--- config.mk ---
export PLATFORM = sky130hd
export DESIGN_NAME = vdp_frame_timer
export DESIGN_NICKNAME = d
export VERILOG_FILES = /design/src/rtl/vdp_timing_pkg.sv /design/src/rtl/vdp_raster_counter.sv /design/src/rtl/vdp_frame_irq.sv /design/src/rtl/vdp_irq_countdown.sv /design/src/rtl/vdp_frame_timer.sv
export SDC_FILE = /design/constraint.sdc
export NUM_CORES = 1
export LEC_CHECK = 0
export ABC_AREA = 1
export BUFFER_PORTS_ARGS = -buffer_cell sky130_fd_sc_hd__buf_2
export CORE_ASPECT_RATIO = 1.1
export CORE_MARGIN = 2
export CORE_UTILIZATION = 38
export DETAILED_ROUTE_END_ITERATION = 10
export PLACE_DENSITY_LB_ADDON = 0.08
export SETUP_SLACK_MARGIN = 0.02
export SLEW_MARGIN = 20
export SYNTH_ARGS = -nofsm -noshare
export SYNTH_HDL_FRONTEND = slang
export SYNTH_SLANG_ARGS = --single-unit
--- constraint.sdc ---
create_clock -name clk -period 22.1 [get_ports clk]
set_clock_uncertainty 0.1 [all_clocks]
set_input_delay 1.105 -clock clk [delete_from_list [all_inputs] [get_ports clk]]
set_output_delay 1.105 -clock clk [all_outputs]
set_load 0.005 [all_outputs]
--- src/rtl/vdp_timing_pkg.sv ---
// Package: shared types for the frame timing generator.
// Assumes nothing beyond SystemVerilog-2017 enums.
package vdp_timing_pkg;

    // Frame standard currently in force
    typedef enum logic {
        VMODE_60HZ = 1'b0,
        VMODE_50HZ = 1'b1
    } vmode_e;

endpackage

--- src/rtl/vdp_raster_counter.sv ---
// Module: raster column/row counter.
// Steps the column every clock and the row at each column wrap.
// The frame standard is latched only at the frame wrap.
// Assumes LINE_CYCLES fits COL_W bits and PAL_LINES, NTSC_LINES fit ROW_W bits.
module vdp_raster_counter
    import vdp_timing_pkg::*;
#(
    parameter int LINE_CYCLES = 342,
    parameter int NTSC_LINES  = 262,
    parameter int PAL_LINES   = 312,
    parameter int COL_W       = $clog2(LINE_CYCLES),
    parameter int ROW_W       = $clog2(PAL_LINES)
) (
    input  logic             clk,
    input  logic             rst_n,
    input  logic             pal_sel,
    output logic [COL_W-1:0] col,
    output logic [ROW_W-1:0] row,
    output vmode_e           mode,
    output logic             line_end,
    output logic             frame_end
);

    localparam logic [COL_W-1:0] COL_LAST  = COL_W'(LINE_CYCLES - 1);
    localparam logic [ROW_W-1:0] ROW_LAST6 = ROW_W'(NTSC_LINES - 1);
    localparam logic [ROW_W-1:0] ROW_LAST5 = ROW_W'(PAL_LINES - 1);

    logic [ROW_W-1:0] row_last;
    vmode_e           mode_next;

    // Decode the wrap points for the frame standard in force
    always_comb begin
        row_last  = (mode == VMODE_50HZ) ? ROW_LAST5 : ROW_LAST6;
        line_end  = (col == COL_LAST);
        frame_end = line_end && (row == row_last);
        mode_next = pal_sel ? VMODE_50HZ : VMODE_60HZ;
    end

    // Column counter: wraps at the end of each line
    always_ff @(posedge clk) begin
        if (!rst_n)        col <= '0;
        else if (line_end) col <= '0;
        else               col <= col + COL_W'(1);
    end

    // Row counter: steps per line, wraps at the end of the frame
    always_ff @(posedge clk) begin
        if (!rst_n)         row <= '0;
        else if (frame_end) row <= '0;
        else if (line_end)  row <= row + ROW_W'(1);
    end

    // Frame standard: loaded in reset and at each frame wrap only
    always_ff @(posedge clk) begin
        if (!rst_n)         mode <= mode_next;
        else if (frame_end) mode <= mode_next;
    end


    col_wrap_chk: assert property (@(posedge clk) disable iff (!rst_n)
        line_end |=> (col == '0));


    col_range_chk: assert property (@(posedge clk) disable iff (!rst_n)
        col <= COL_LAST);


    row_step_chk: assert property (@(posedge clk) disable iff (!rst_n)
        (line_end && !frame_end) |=> (row == $past(row) + ROW_W'(1)));


    row_wrap_chk: assert property (@(posedge clk) disable iff (!rst_n)
        frame_end |=> (row == '0));


    mode_hold_chk: assert property (@(posedge clk) disable iff (!rst_n)
        !frame_end |=> $stable(mode));

endmodule

--- src/rtl/vdp_frame_irq.sv ---
// Module: frame interrupt flag.
// Set by a one-cycle event and cleared by the status read strobe. Setting wins.
// The output line is the flag gated by the enable.
// Assumes set_evt is a single-cycle pulse from the raster counter.
module vdp_frame_irq (
    input  logic clk,
    input  logic rst_n,
    input  logic set_evt,
    input  logic clr_evt,
    input  logic enable,
    output logic irq_line
);

    logic flag;

    // Pending flag: set has priority over acknowledge
    always_ff @(posedge clk) begin
        if (!rst_n)       flag <= 1'b0;
        else if (set_evt) flag <= 1'b1;
        else if (clr_evt) flag <= 1'b0;
    end

    // Drive the interrupt line only while enabled
    assign irq_line = flag & enable;


    flag_set_chk: assert property (@(posedge clk) disable iff (!rst_n)
        set_evt |=> flag);


    flag_quiet_chk: assert property (@(posedge clk) disable iff (!rst_n)
        (!flag && !set_evt) |=> !flag);


    flag_clr_chk: assert property (@(posedge clk) disable iff (!rst_n)
        (clr_evt && !set_evt) |=> !flag);

endmodule

--- src/rtl/vdp_irq_countdown.sv ---
// Module: half-cycles remaining until the interrupt point.
// Converts the raster position into host half-cycles at HC_PER_LINE per line.
// Returns the distance forward to the start of line ACTIVE_LINES.
// Returns a whole frame instead of zero.
// Assumes CD_W holds (ACTIVE_LINES + PAL_LINES) * HC_PER_LINE.
module vdp_irq_countdown
    import vdp_timing_pkg::*;
#(
    parameter int LINE_CYCLES  = 342,
    parameter int HC_PER_LINE  = 456,
    parameter int ACTIVE_LINES = 192,
    parameter int NTSC_LINES   = 262,
    parameter int PAL_LINES    = 312,
    parameter int COL_W        = 9,
    parameter int ROW_W        = 9,
    parameter int CD_W         = 18
) (
    input  logic             clk,
    input  logic             rst_n,
    input  logic [COL_W-1:0] col,
    input  logic [ROW_W-1:0] row,
    input  vmode_e           mode,
    output logic [CD_W-1:0]  countdown
);

    localparam logic [CD_W-1:0] TARGET_HC = CD_W'(ACTIVE_LINES * HC_PER_LINE);
    localparam logic [CD_W-1:0] FRAME6_HC = CD_W'(NTSC_LINES * HC_PER_LINE);
    localparam logic [CD_W-1:0] FRAME5_HC = CD_W'(PAL_LINES * HC_PER_LINE);

    logic [CD_W-1:0] line_hc;
    logic [CD_W-1:0] frac_hc;
    logic [CD_W-1:0] pos_hc;
    logic [CD_W-1:0] frame_hc;

    // Position in host half-cycles, then the forward distance to the target
    always_comb begin
        line_hc  = CD_W'(row) * CD_W'(HC_PER_LINE);
        frac_hc  = CD_W'((32'(col) * 32'(HC_PER_LINE)) / 32'(LINE_CYCLES));
        pos_hc   = line_hc + frac_hc;
        frame_hc = (mode == VMODE_50HZ) ? FRAME5_HC : FRAME6_HC;
        if (pos_hc < TARGET_HC) countdown = TARGET_HC - pos_hc;
        else                    countdown = TARGET_HC + frame_hc - pos_hc;
    end


    cd_nonzero_chk: assert property (@(posedge clk) disable iff (!rst_n)
        countdown != '0);


    cd_bound_chk: assert property (@(posedge clk) disable iff (!rst_n)
        countdown <= frame_hc);

endmodule

--- src/rtl/vdp_frame_timer.sv ---
// Module: frame timing generator top.
// Holds the raster counters and decodes the active window and the vsync band.
// Raises the frame interrupt after the last active line and presents the countdown.
// Assumes HACT_FIRST + HACT_COUNT <= LINE_CYCLES and both sync bands lie inside their frames.
module vdp_frame_timer
    import vdp_timing_pkg::*;
#(
    parameter int LINE_CYCLES  = 342,
    parameter int HC_PER_LINE  = 456,
    parameter int ACTIVE_LINES = 192,
    parameter int NTSC_LINES   = 262,
    parameter int PAL_LINES    = 312,
    parameter int NTSC_VS_LINE = 227,
    parameter int PAL_VS_LINE  = 276,
    parameter int VSYNC_LINES  = 3,
    parameter int HACT_FIRST   = 60,
    parameter int HACT_COUNT   = 256,
    parameter int COL_W        = $clog2(LINE_CYCLES),
    parameter int ROW_W        = $clog2(PAL_LINES),
    parameter int CD_W         = $clog2((ACTIVE_LINES + PAL_LINES) * HC_PER_LINE + 1)
) (
    input  logic             clk,
    input  logic             rst_n,
    input  logic             pal_sel,
    input  logic             irq_en,
    input  logic             status_rd,
    output logic [COL_W-1:0] col,
    output logic [ROW_W-1:0] row,
    output logic             active_video,
    output logic             vsync,
    output logic             irq,
    output logic [CD_W-1:0]  countdown
);

    localparam logic [COL_W-1:0] HACT_LO  = COL_W'(HACT_FIRST);
    localparam logic [COL_W-1:0] HACT_HI  = COL_W'(HACT_FIRST + HACT_COUNT);
    localparam logic [ROW_W-1:0] ACT_ROWS = ROW_W'(ACTIVE_LINES);
    localparam logic [ROW_W-1:0] IRQ_ROW  = ROW_W'(ACTIVE_LINES - 1);
    localparam logic [ROW_W-1:0] VS6_LO   = ROW_W'(NTSC_VS_LINE);
    localparam logic [ROW_W-1:0] VS6_HI   = ROW_W'(NTSC_VS_LINE + VSYNC_LINES);
    localparam logic [ROW_W-1:0] VS5_LO   = ROW_W'(PAL_VS_LINE);
    localparam logic [ROW_W-1:0] VS5_HI   = ROW_W'(PAL_VS_LINE + VSYNC_LINES);

    vmode_e mode;
    logic   line_end;
    logic   frame_end;
    logic   irq_set;
    logic   [ROW_W-1:0] vs_lo;
    logic   [ROW_W-1:0] vs_hi;

    vdp_raster_counter #(
        .LINE_CYCLES (LINE_CYCLES),
        .NTSC_LINES  (NTSC_LINES),
        .PAL_LINES   (PAL_LINES),
        .COL_W       (COL_W),
        .ROW_W       (ROW_W)
    ) u_cnt (
        .clk       (clk),
        .rst_n     (rst_n),
        .pal_sel   (pal_sel),
        .col       (col),
        .row       (row),
        .mode      (mode),
        .line_end  (line_end),
        .frame_end (frame_end)
    );

    // The interrupt point is the edge that ends the last active line
    assign irq_set = line_end && (row == IRQ_ROW);

    vdp_frame_irq u_irq (
        .clk      (clk),
        .rst_n    (rst_n),
        .set_evt  (irq_set),
        .clr_evt  (status_rd),
        .enable   (irq_en),
        .irq_line (irq)
    );

    vdp_irq_countdown #(
        .LINE_CYCLES  (LINE_CYCLES),
        .HC_PER_LINE  (HC_PER_LINE),
        .ACTIVE_LINES (ACTIVE_LINES),
        .NTSC_LINES   (NTSC_LINES),
        .PAL_LINES    (PAL_LINES),
        .COL_W        (COL_W),
        .ROW_W        (ROW_W),
        .CD_W         (CD_W)
    ) u_cd (
        .clk       (clk),
        .rst_n     (rst_n),
        .col       (col),
        .row       (row),
        .mode      (mode),
        .countdown (countdown)
    );

    // Region decode: active picture window and vertical sync band
    always_comb begin
        vs_lo        = (mode == VMODE_50HZ) ? VS5_LO : VS6_LO;
        vs_hi        = (mode == VMODE_50HZ) ? VS5_HI : VS6_HI;
        active_video = (row < ACT_ROWS) && (col >= HACT_LO) && (col < HACT_HI);
        vsync        = (row >= vs_lo) && (row < vs_hi);
    end


    active_rows_chk: assert property (@(posedge clk) disable iff (!rst_n)
        active_video |-> (row < ACT_ROWS));


    vsync_blank_chk: assert property (@(posedge clk) disable iff (!rst_n)
        vsync |-> !active_video);

endmodule

# == Yosys cells after proc, flatten, opt, wreduce, memory -nomap -nowiden ==
# Cells that the tools add are included.
# op_classes
add_sub_neg,6
multipliers,2
div_mod_pow,1
n_lt_le_gt_ge,6
eq_ne,4
mux,10
bitwise_logic,2
reduce_logical,8
# ops
cell,count
18-bit two-way mux,2
18-bit by 9-bit divider with 32-bit output (second input constant),1
9-bit by 6-bit multiplier with 15-bit output (second input constant),2
17-bit by 18-bit adder with 18-bit output (first input constant),1
18-bit adder,1
9-bit by 1-bit adder with 9-bit output (second input constant),2
18-bit by 17-bit < comparator with 1-bit output (second input constant),1
9-bit two-way mux,2
17-bit by 18-bit subtractor with 18-bit output (first input constant),1
18-bit subtractor,1
9-bit by 8-bit equality test with 1-bit output (second input constant),1
9-bit equality test,1
9-bit equality test (second input constant),1
9-bit by 6-bit greater-or-equal comparator with 1-bit output (second input constant),1
9-bit greater-or-equal comparator,1
9-bit by 8-bit < comparator with 1-bit output (second input constant),1
9-bit < comparator,1
9-bit < comparator (second input constant),1
6-bit two-way mux,1
1-bit logical AND,5
1-bit two-way mux,5
2-bit OR reduction,2
2-bit by 1-bit inequality test with 1-bit output (second input constant),1
2-bit nonzero test,1
2 further kinds,2
# word_totals
reg_bits,20
input_bits,5
output_inout_bits,39
elab_cells,43

# == Depth between registers and ports, before layout ==
# Gate-level depths: netlist of run 1.
# logic_depth
depth_word,5
depth_mapped,109

# == By module ==
# From an unflattened synthesis of run 1, not the netlist that was laid out.
# unflattened
hier_cells,1377
area_unflattened_um2,8286.7
# modules_own_cells
mod,n_inst,cells_each,area_each_um2,seq_area_each_um2
vdp_irq_countdown,1,1176,6947.9,0.0
vdp_raster_counter,1,142,992.2,390.4
vdp_frame_timer,1,51,295.3,0.0
vdp_frame_irq,1,8,51.3,20.0

# == Least setup slack after synthesis of run 1 ==
# Ideal clock, no wire load.
# synth_path
path_kind,register -> output
start,register u_cnt.col[1]
end,output countdown[17]
arrival_ns,11.120
required_ns,20.895
path_slack_ns,9.775
path_stages_with_launch,104
path_cell_list,dfxtp_1 inv_1 fa_1 inv_1 fa_1 ha_1 inv_1 fa_1 inv_1 nand2_1 nand2_1 nand3_1 nand2_1 nand2_1 nand2_2 nor2_1 nor2_2 nand2_2 [... 68 more ...] ha_1 ha_1 inv_1 nor3_1 o21ai_0 nand2_1 a21oi_1 o21bai_1 a21o_1 a31o_2 nand3_1 nand2_1 nand2_1 nand2_1 a21oi_1 xor2_1 nor2_1 xnor2_1
# synth_via
elab_chain_cells,5
word_cells_on_any_way,7
# synth_rtl
element,line_no,rtl
start: declaration,vdp_raster_counter.sv:17,"output logic [COL_W-1:0] col,"
start signal: assignment,vdp_raster_counter.sv:43,else col <= col + COL_W'(1);
9-bit by 6-bit multiplier with 15-bit output *,vdp_irq_countdown.sv:38,frac_hc = CD_W'((32'(col) * 32'(HC_PER_LINE)) / 32'(LINE_CYCLES));
18-bit by 9-bit divider with 32-bit output *,vdp_irq_countdown.sv:38,
18-bit adder *,vdp_irq_countdown.sv:39,pos_hc = line_hc + frac_hc;
18-bit subtractor (tied with other cells),vdp_irq_countdown.sv:42,else countdown = TARGET_HC + frame_hc - pos_hc;
18-bit two-way mux *,vdp_irq_countdown.sv:41,if (pos_hc < TARGET_HC) countdown = TARGET_HC - pos_hc;
end: declaration,vdp_frame_timer.sv:32,output logic [CD_W-1:0] countdown
# Mark *: on every way between the ends. The rest lies on a longest branch, timed or not.

# == Worst setup path in the final report of run 1 ==
# Same ends and word-level chain as after synthesis.

==> flow_summary.toml, run 1 <==
[run_status]
outcome = "finished clean"

[synth]
synthMuxAreaShare_pct = 0.123
avgSynthCellArea_sq_um = 6.18
yosys_warnings = 0
synth_xor_area_share_pct = 6.25
yosys.area_share.adder_pct = 25.7
yosysUniqueCellTypes = 52
synth_compound_area_share_pct = 9.74
yosysSeqAreaShare_pct = 5.06
synth_seq_cells = 20
syn_area_sq_mm = 0.00811
synth_top_family_by_area = "simple AND/OR/NAND/NOR gates"
async_flop_share_pct = 0
synth_edf_count = 1
syn_inst = 1312
ys.flop_type = "dfxtp_1"
syn-num-nets = 1468
synth-simple-area-share_pct = 42.7

[sta]
fmax_mhz = 69.1
finalSetupViolations = 0
slew-limit-headroom_pct = 57.9
setup-tns-final_ps = 0
post-route-period-util_pct = 65.5
finalHoldViolCount = 0
timing.final.max_slew_violations = 0
fin_hold_ws_ps = 453
worst_pin_slew_ps = 623
post-route-min-period_ps = 14470
rsz0062_at_grt = "false"

[global_route]
grt_pass1_vias = 7511
grt-ovfl-total = 0
grt_antenna_before_repair = 0
groute.usage.overall_pct = 18.4
grt_max_degree = 19
grt_pass1_wl_microns = 34800

[floorplanning]
core_area_sq_mm = 0.0212
die_y_microns = 157
die_width_microns = 143
initial_utilization_pct = 38.3
ioPinCount = 44
die-area_sq_mm = 0.0225
rows = 56

[critical_path]
arrival_ps = 13260
cpMostUsedCell = "nand2_1"
cp_slowest_cell = "fa_1"
crit_path_end_kind = "output port"
crit_required_ps = 20900
worst-setup-path-type = "flop to output port"
start_kind = "flop"
max_stage_delay_ps = 590
cp_max_fo = 15
cp_top_family = "simple AND/OR/NAND/NOR gates"
path_buf_inv = 15

[clock_network]
cts_setup_buffers = 0
ctsHoldBuffers = 0
path_clk_slew_ps = 60
cts_sinks = 20
cts_root_buf = "clkbuf_16"
cts_resized = 0
cts.path.max_buffers = 2
worstSkewPairLatency_ps = 250
tritoncts = "built"
numCtsBuffers = 3
h-tree-depth = 1

[drt]
drtIter0Drc = 283
first_pass_iters = 5
vias = 7900
drt_wl_total_microns = 20300
viasPerCell = 4.80
drc = 0
antenna_left = 0
wl_per_cell_microns = 12.3

[power]
p_int_mw = 0.163
pwr-share-comb_pct = 73.5
swShare_pct = 51.4
p_clk_share_pct = 14.8
power.leakage_nw = 5.17
seqPwrFrac_pct = 11.6
vdd_ir_drop_max_uv = 21.7
power_density_mw_per_mm2 = 38.4
switchingPower_mw = 0.173

[placement]
dp_hpwl_microns = 17700
globalplace.congestion = 0.832
port-buffer-count = 43
placement.cell_area_sq_mm = 0.00865

[run]
maxCapViolations = 0

[cells_and_area]
n_antenna_cell = 0
final_cell_mix = "378 x nand2_1, 176 x inv_1, 126 x nand3_1"
areaGrowthSynthToFinish_pct = 8.03
drive_gt1_share_pct = 12.8
stdcell_area_sq_mm = 0.00876
layout_commonest_cell = "nand2_1"
nNetsFinal = 1512

[hold_path]
hp-class = "flop to flop"
synth_stat cells (6+ instances only):
| library cell | count | area share [%] |
|---|---|---|
| a21oi_1 | 42 | 2.6 |
| o21ai_2 | 6 | 0.65 |
| dfxtp_1 | 19 | 4.7 |
| nor3_1 | 13 | 0.80 |
| o21bai_1 | 8 | 0.74 |
| nand2_1 | 378 | 18 |
| o211ai_1 | 6 | 0.56 |
| ha_1 | 125 | 19 |
| nand2_2 | 37 | 2.9 |
| fa_1 | 26 | 6.4 |
| o21ai_1 | 15 | 0.93 |
| o21ai_0 | 33 | 2.0 |
| nand2_4 | 14 | 1.9 |
| nand4_1 | 37 | 2.9 |
| xor2_1 | 42 | 4.5 |
| inv_2 | 30 | 1.4 |
| nor2_1 | 88 | 4.1 |
| inv_1 | 176 | 8.2 |
| nor2_2 | 8 | 0.62 |
| xnor2_1 | 14 | 1.5 |
| nand3_1 | 126 | 7.8 |
registers in the layout, indices dropped and copies added (netlist names):
name,count
u_cnt.col,9
u_cnt.mode,1
u_cnt.row,9
u_irq.flag,1
final cells by class:
class	instances	area, sq um
fill	2351	12400
multi-input combinational	1075	6850
inverter	211	797
sequential	20	410
tap	290	363
timing repair buffer	45	230
clock buffer	3	75.1
clock inverter	1	30.0
stage by stage:
stage / power (mW) / instances / worst slack [ps] / utilization (%)
after floorplan: 0.230 / 1312 / 9780 / -
after global placement: 0.291 / 1641 / 7800 / 40.9
after detailed placement: 0.289 / 1641 / 7760 / 40.9
after CTS: 0.340 / 1645 / 7460 / 41.4
after global routing: 0.378 / 1645 / 6150 / 41.4
final: 0.336 / 1645 / 7630 / 41.4
worst paths after layout:
check	start	to	slack, ps	depth (start not counted)
worst max register to register	u_cnt.col[1]$_SDFF_PP0_	u_cnt.row[3]$_SDFFE_PP0P_	19060	11
worst min register to register	u_irq.flag$_SDFFE_PN0P_	u_irq.flag$_SDFFE_PN0P_	450	4
worst max-delay path	u_cnt.col[1]$_SDFF_PP0_	countdown[17]	7630	98
worst min-delay path	u_irq.flag$_SDFFE_PN0P_	u_irq.flag$_SDFFE_PN0P_	450	4
worst min-delay path, stage by stage (launching register included):
cell	delay, ps
dfxtp_1	310
inv_1	50
o22ai_1	70
nand2_1	50
inv_1	30
routing by layer:
metal	global-route usage (%)	part of all wire [%]	vias up
met2	34.8	50	82
met1	23.6	47	3478
met4	2.19	0.71	0
met5	0	0	-
li1	-	-	4328
met3	0.730	2.2	12
power by group through the flow:
stage	sequential (mW)	combinational (mW)	clock (mW)
4_1_cts	0.0392	0.250	0.0507
3_5_place_dp	0.0400	0.249	0
6_report	0.0391	0.247	0.0499
3_3_place_gp	0.0400	0.251	0
2_1_floorplan	0.0392	0.191	0
5_1_grt	0.0394	0.286	0.0522
logic make-up (layout without fill, tap and decap cells):
family | count (synthesis) | count (layout)
AOI/OAI and AO/OA | 132 | 132
xor gates and xnor gates | 57 | 57
adders and majority gates | 151 | 151
buffers and inverters | 217 | 260
DFF | 20 | 20
muxes | 1 | 1
and+or+nand+nor | 734 | 734
(Power assumes the default switching activity.)
==> run 2, diff against run 1 <==
clock period = 12.6 ns   (was 22.1 ns; I/O delays follow)
==> run 2 against run 1 <==
Utilization increased by 9.9 points. Sequential share of layout area decreased by 0.84 points. Flip-flop and latch count unchanged. Cell area increased by 24%. Worst hold slack lost 1.3 ps. First-iteration DRC count is 9.9% higher. Register-to-register slack lost 9100 ps. Final cell count increased by 8.4%. Critical path type unchanged. Highest routed layer unchanged.
==> flow_summary.toml, run 2 (synthesis gave the netlist of run 1 again) <==
[drt]
drc = 0
viasPerCell = 4.88
drtIter0Drc = 311
vias = 8696
wl_per_cell_microns = 12.7
antenna_left = 0
drt_wl_total_microns = 22700
first_pass_iters = 5

[sta]
fin_hold_ws_ps = 452
post-route-min-period_ps = 12310
finalSetupViolations = 0
rsz0062_at_grt = "true"
timing.final.max_slew_violations = 0
post-route-period-util_pct = 97.7
finalHoldViolCount = 0
fmax_mhz = 81.2
slew-limit-headroom_pct = 59.9
setup-tns-final_ps = 0
layout_setup_ws_ps = 288
worst_pin_slew_ps = 601

[clock_network]
tritoncts = "built"
path_clk_slew_ps = 60
worstSkewPairLatency_ps = 250
h-tree-depth = 1
cts.path.max_buffers = 2
cts_root_buf = "clkbuf_16"
cts_sinks = 20
numCtsBuffers = 3

[cells_and_area]
nNetsFinal = 1650
stdcell_area_sq_mm = 0.0108
n_antenna_cell = 0
regArea_sq_um = 417
reg_top3 = "u_cnt.col (9), u_cnt.row (9)"
postLayoutCoreUtil_pct = 51.2
stdcell_count = 1783
final_cell_mix = "285 x nand2_1, 154 x inv_1, 123 x buf_4"
num-fill-cells = 2204
drive_gt1_share_pct = 33.9
layout_commonest_cell = "nand2_1"
areaGrowthSynthToFinish_pct = 33.8
multi_input_area_sq_mm = 0.00790

[critical_path]
crit_required_ps = 11870
crit_path_end = "countdown[17]"
start_kind = "flop"
max_stage_delay_ps = 510
arrival_ps = 11580
cp_max_fo = 8
ff2ff_setup_slack_ps = 9920
reg2reg_to = "u_cnt.row[3]$_SDFFE_PP0P_"
worst-setup-path-type = "flop to output port"
crit_path_end_kind = "output port"
worst_setup_path_startpoint = "u_cnt.col[1]$_SDFF_PP0_"
rr_startpoint = "u_cnt.col[6]$_SDFF_PP0_"
reg2reg_depth = 11
cpMostUsedCell = "nand2_2"
cp_slowest_cell = "fa_1"

[floorplanning]
core_area_sq_mm = 0.0212
ioPinCount = 44
die_y_microns = 157
rows = 56
die-area_sq_mm = 0.0225
initial_utilization_pct = 38.3
die_width_microns = 143

[global_route]
groute.usage.overall_pct = 18.9
grt_antenna_before_repair = 0
grt-ovfl-total = 0
grt_max_degree = 18
grt_pass1_vias = 8076
grt_pass1_wl_microns = 36300

[power]
vdd_ir_drop_max_uv = 63.6
total_power_mw = 0.729
power_density_mw_per_mm2 = 67.2
power.leakage_nw = 6.10

[placement]
place_ws_ps = -191
placement.cell_area_sq_mm = 0.00910
port-buffer-count = 43
dp_cells = 1701
dp_hpwl_microns = 18000
globalplace.congestion = 0.811

[hold_path]
hp-class = "flop to flop"
hold_path_depth = 4

[run_status]
outcome = "finished clean"

[run]
maxCapViolations = 0
## run 2: worst max-delay path, delay by kind of cell (launching register included)
kind                       cells  cell delay (ps)
and+or+nand+nor               62             5610
adders and majority gates      7             1940
buffers and inverters         16             1570
AOI/OAI and AO/OA              8             1210
xor gates and xnor gates       4              610
DFF                            1              350
## run 2: worst min path at each step
| stage | from | end | slack, ps |
|---|---|---|---|
| global route | pal_sel | u_cnt.mode$_DFFE_PP_ | 450 |
| floorplan | u_irq.flag$_SDFFE_PN0P_ | u_irq.flag$_SDFFE_PN0P_ | 420 |
| global placement | u_irq.flag$_SDFFE_PN0P_ | u_irq.flag$_SDFFE_PN0P_ | 450 |
| finish | u_irq.flag$_SDFFE_PN0P_ | u_irq.flag$_SDFFE_PN0P_ | 450 |
| detailed placement | u_irq.flag$_SDFFE_PN0P_ | u_irq.flag$_SDFFE_PN0P_ | 450 |
| CTS | pal_sel | u_cnt.mode$_DFFE_PP_ | 460 |
## run 2: report_power, final
part | leakage (nW) | internal [mW] | switching, mW
Combinational | 5.89 | 0.244 | 0.346
Clock | 0.0442 | 0.0484 | 0.0239
Sequential | 0.165 | 0.0649 | 0.00177
Total | 6.10 | 0.357 | 0.372
## run 2: layout make-up
cell class	count	share of cell area [%]
tap	290	3.35
clock buffer	4	0.819
inverter	211	7.64
timing repair inverter	1	0.0462
timing repair buffer	175	11.5
multi-input combinational	1082	72.8
sequential	20	3.84
## run 2: routing by layer
layer	vias up	track usage [%]	part of all wire, %
met4	0	2.24	0.65
met3	10	0.761	1.5
met2	63	37.6	55
met5	-	0	0
li1	4612	-	-
met1	4011	23.0	43
## run 2: repair_timing
item / 4_1_cts / 5_1_grt
hold buffers: 0 / 0
cloned: 1 / 7
hold endpoints to repair: 0 / 0
pin swaps: 12 / 113
endpoints found under the setup margin: 2 / 15
resized for setup: 37 / 261
buffers inserted: 8 / 62
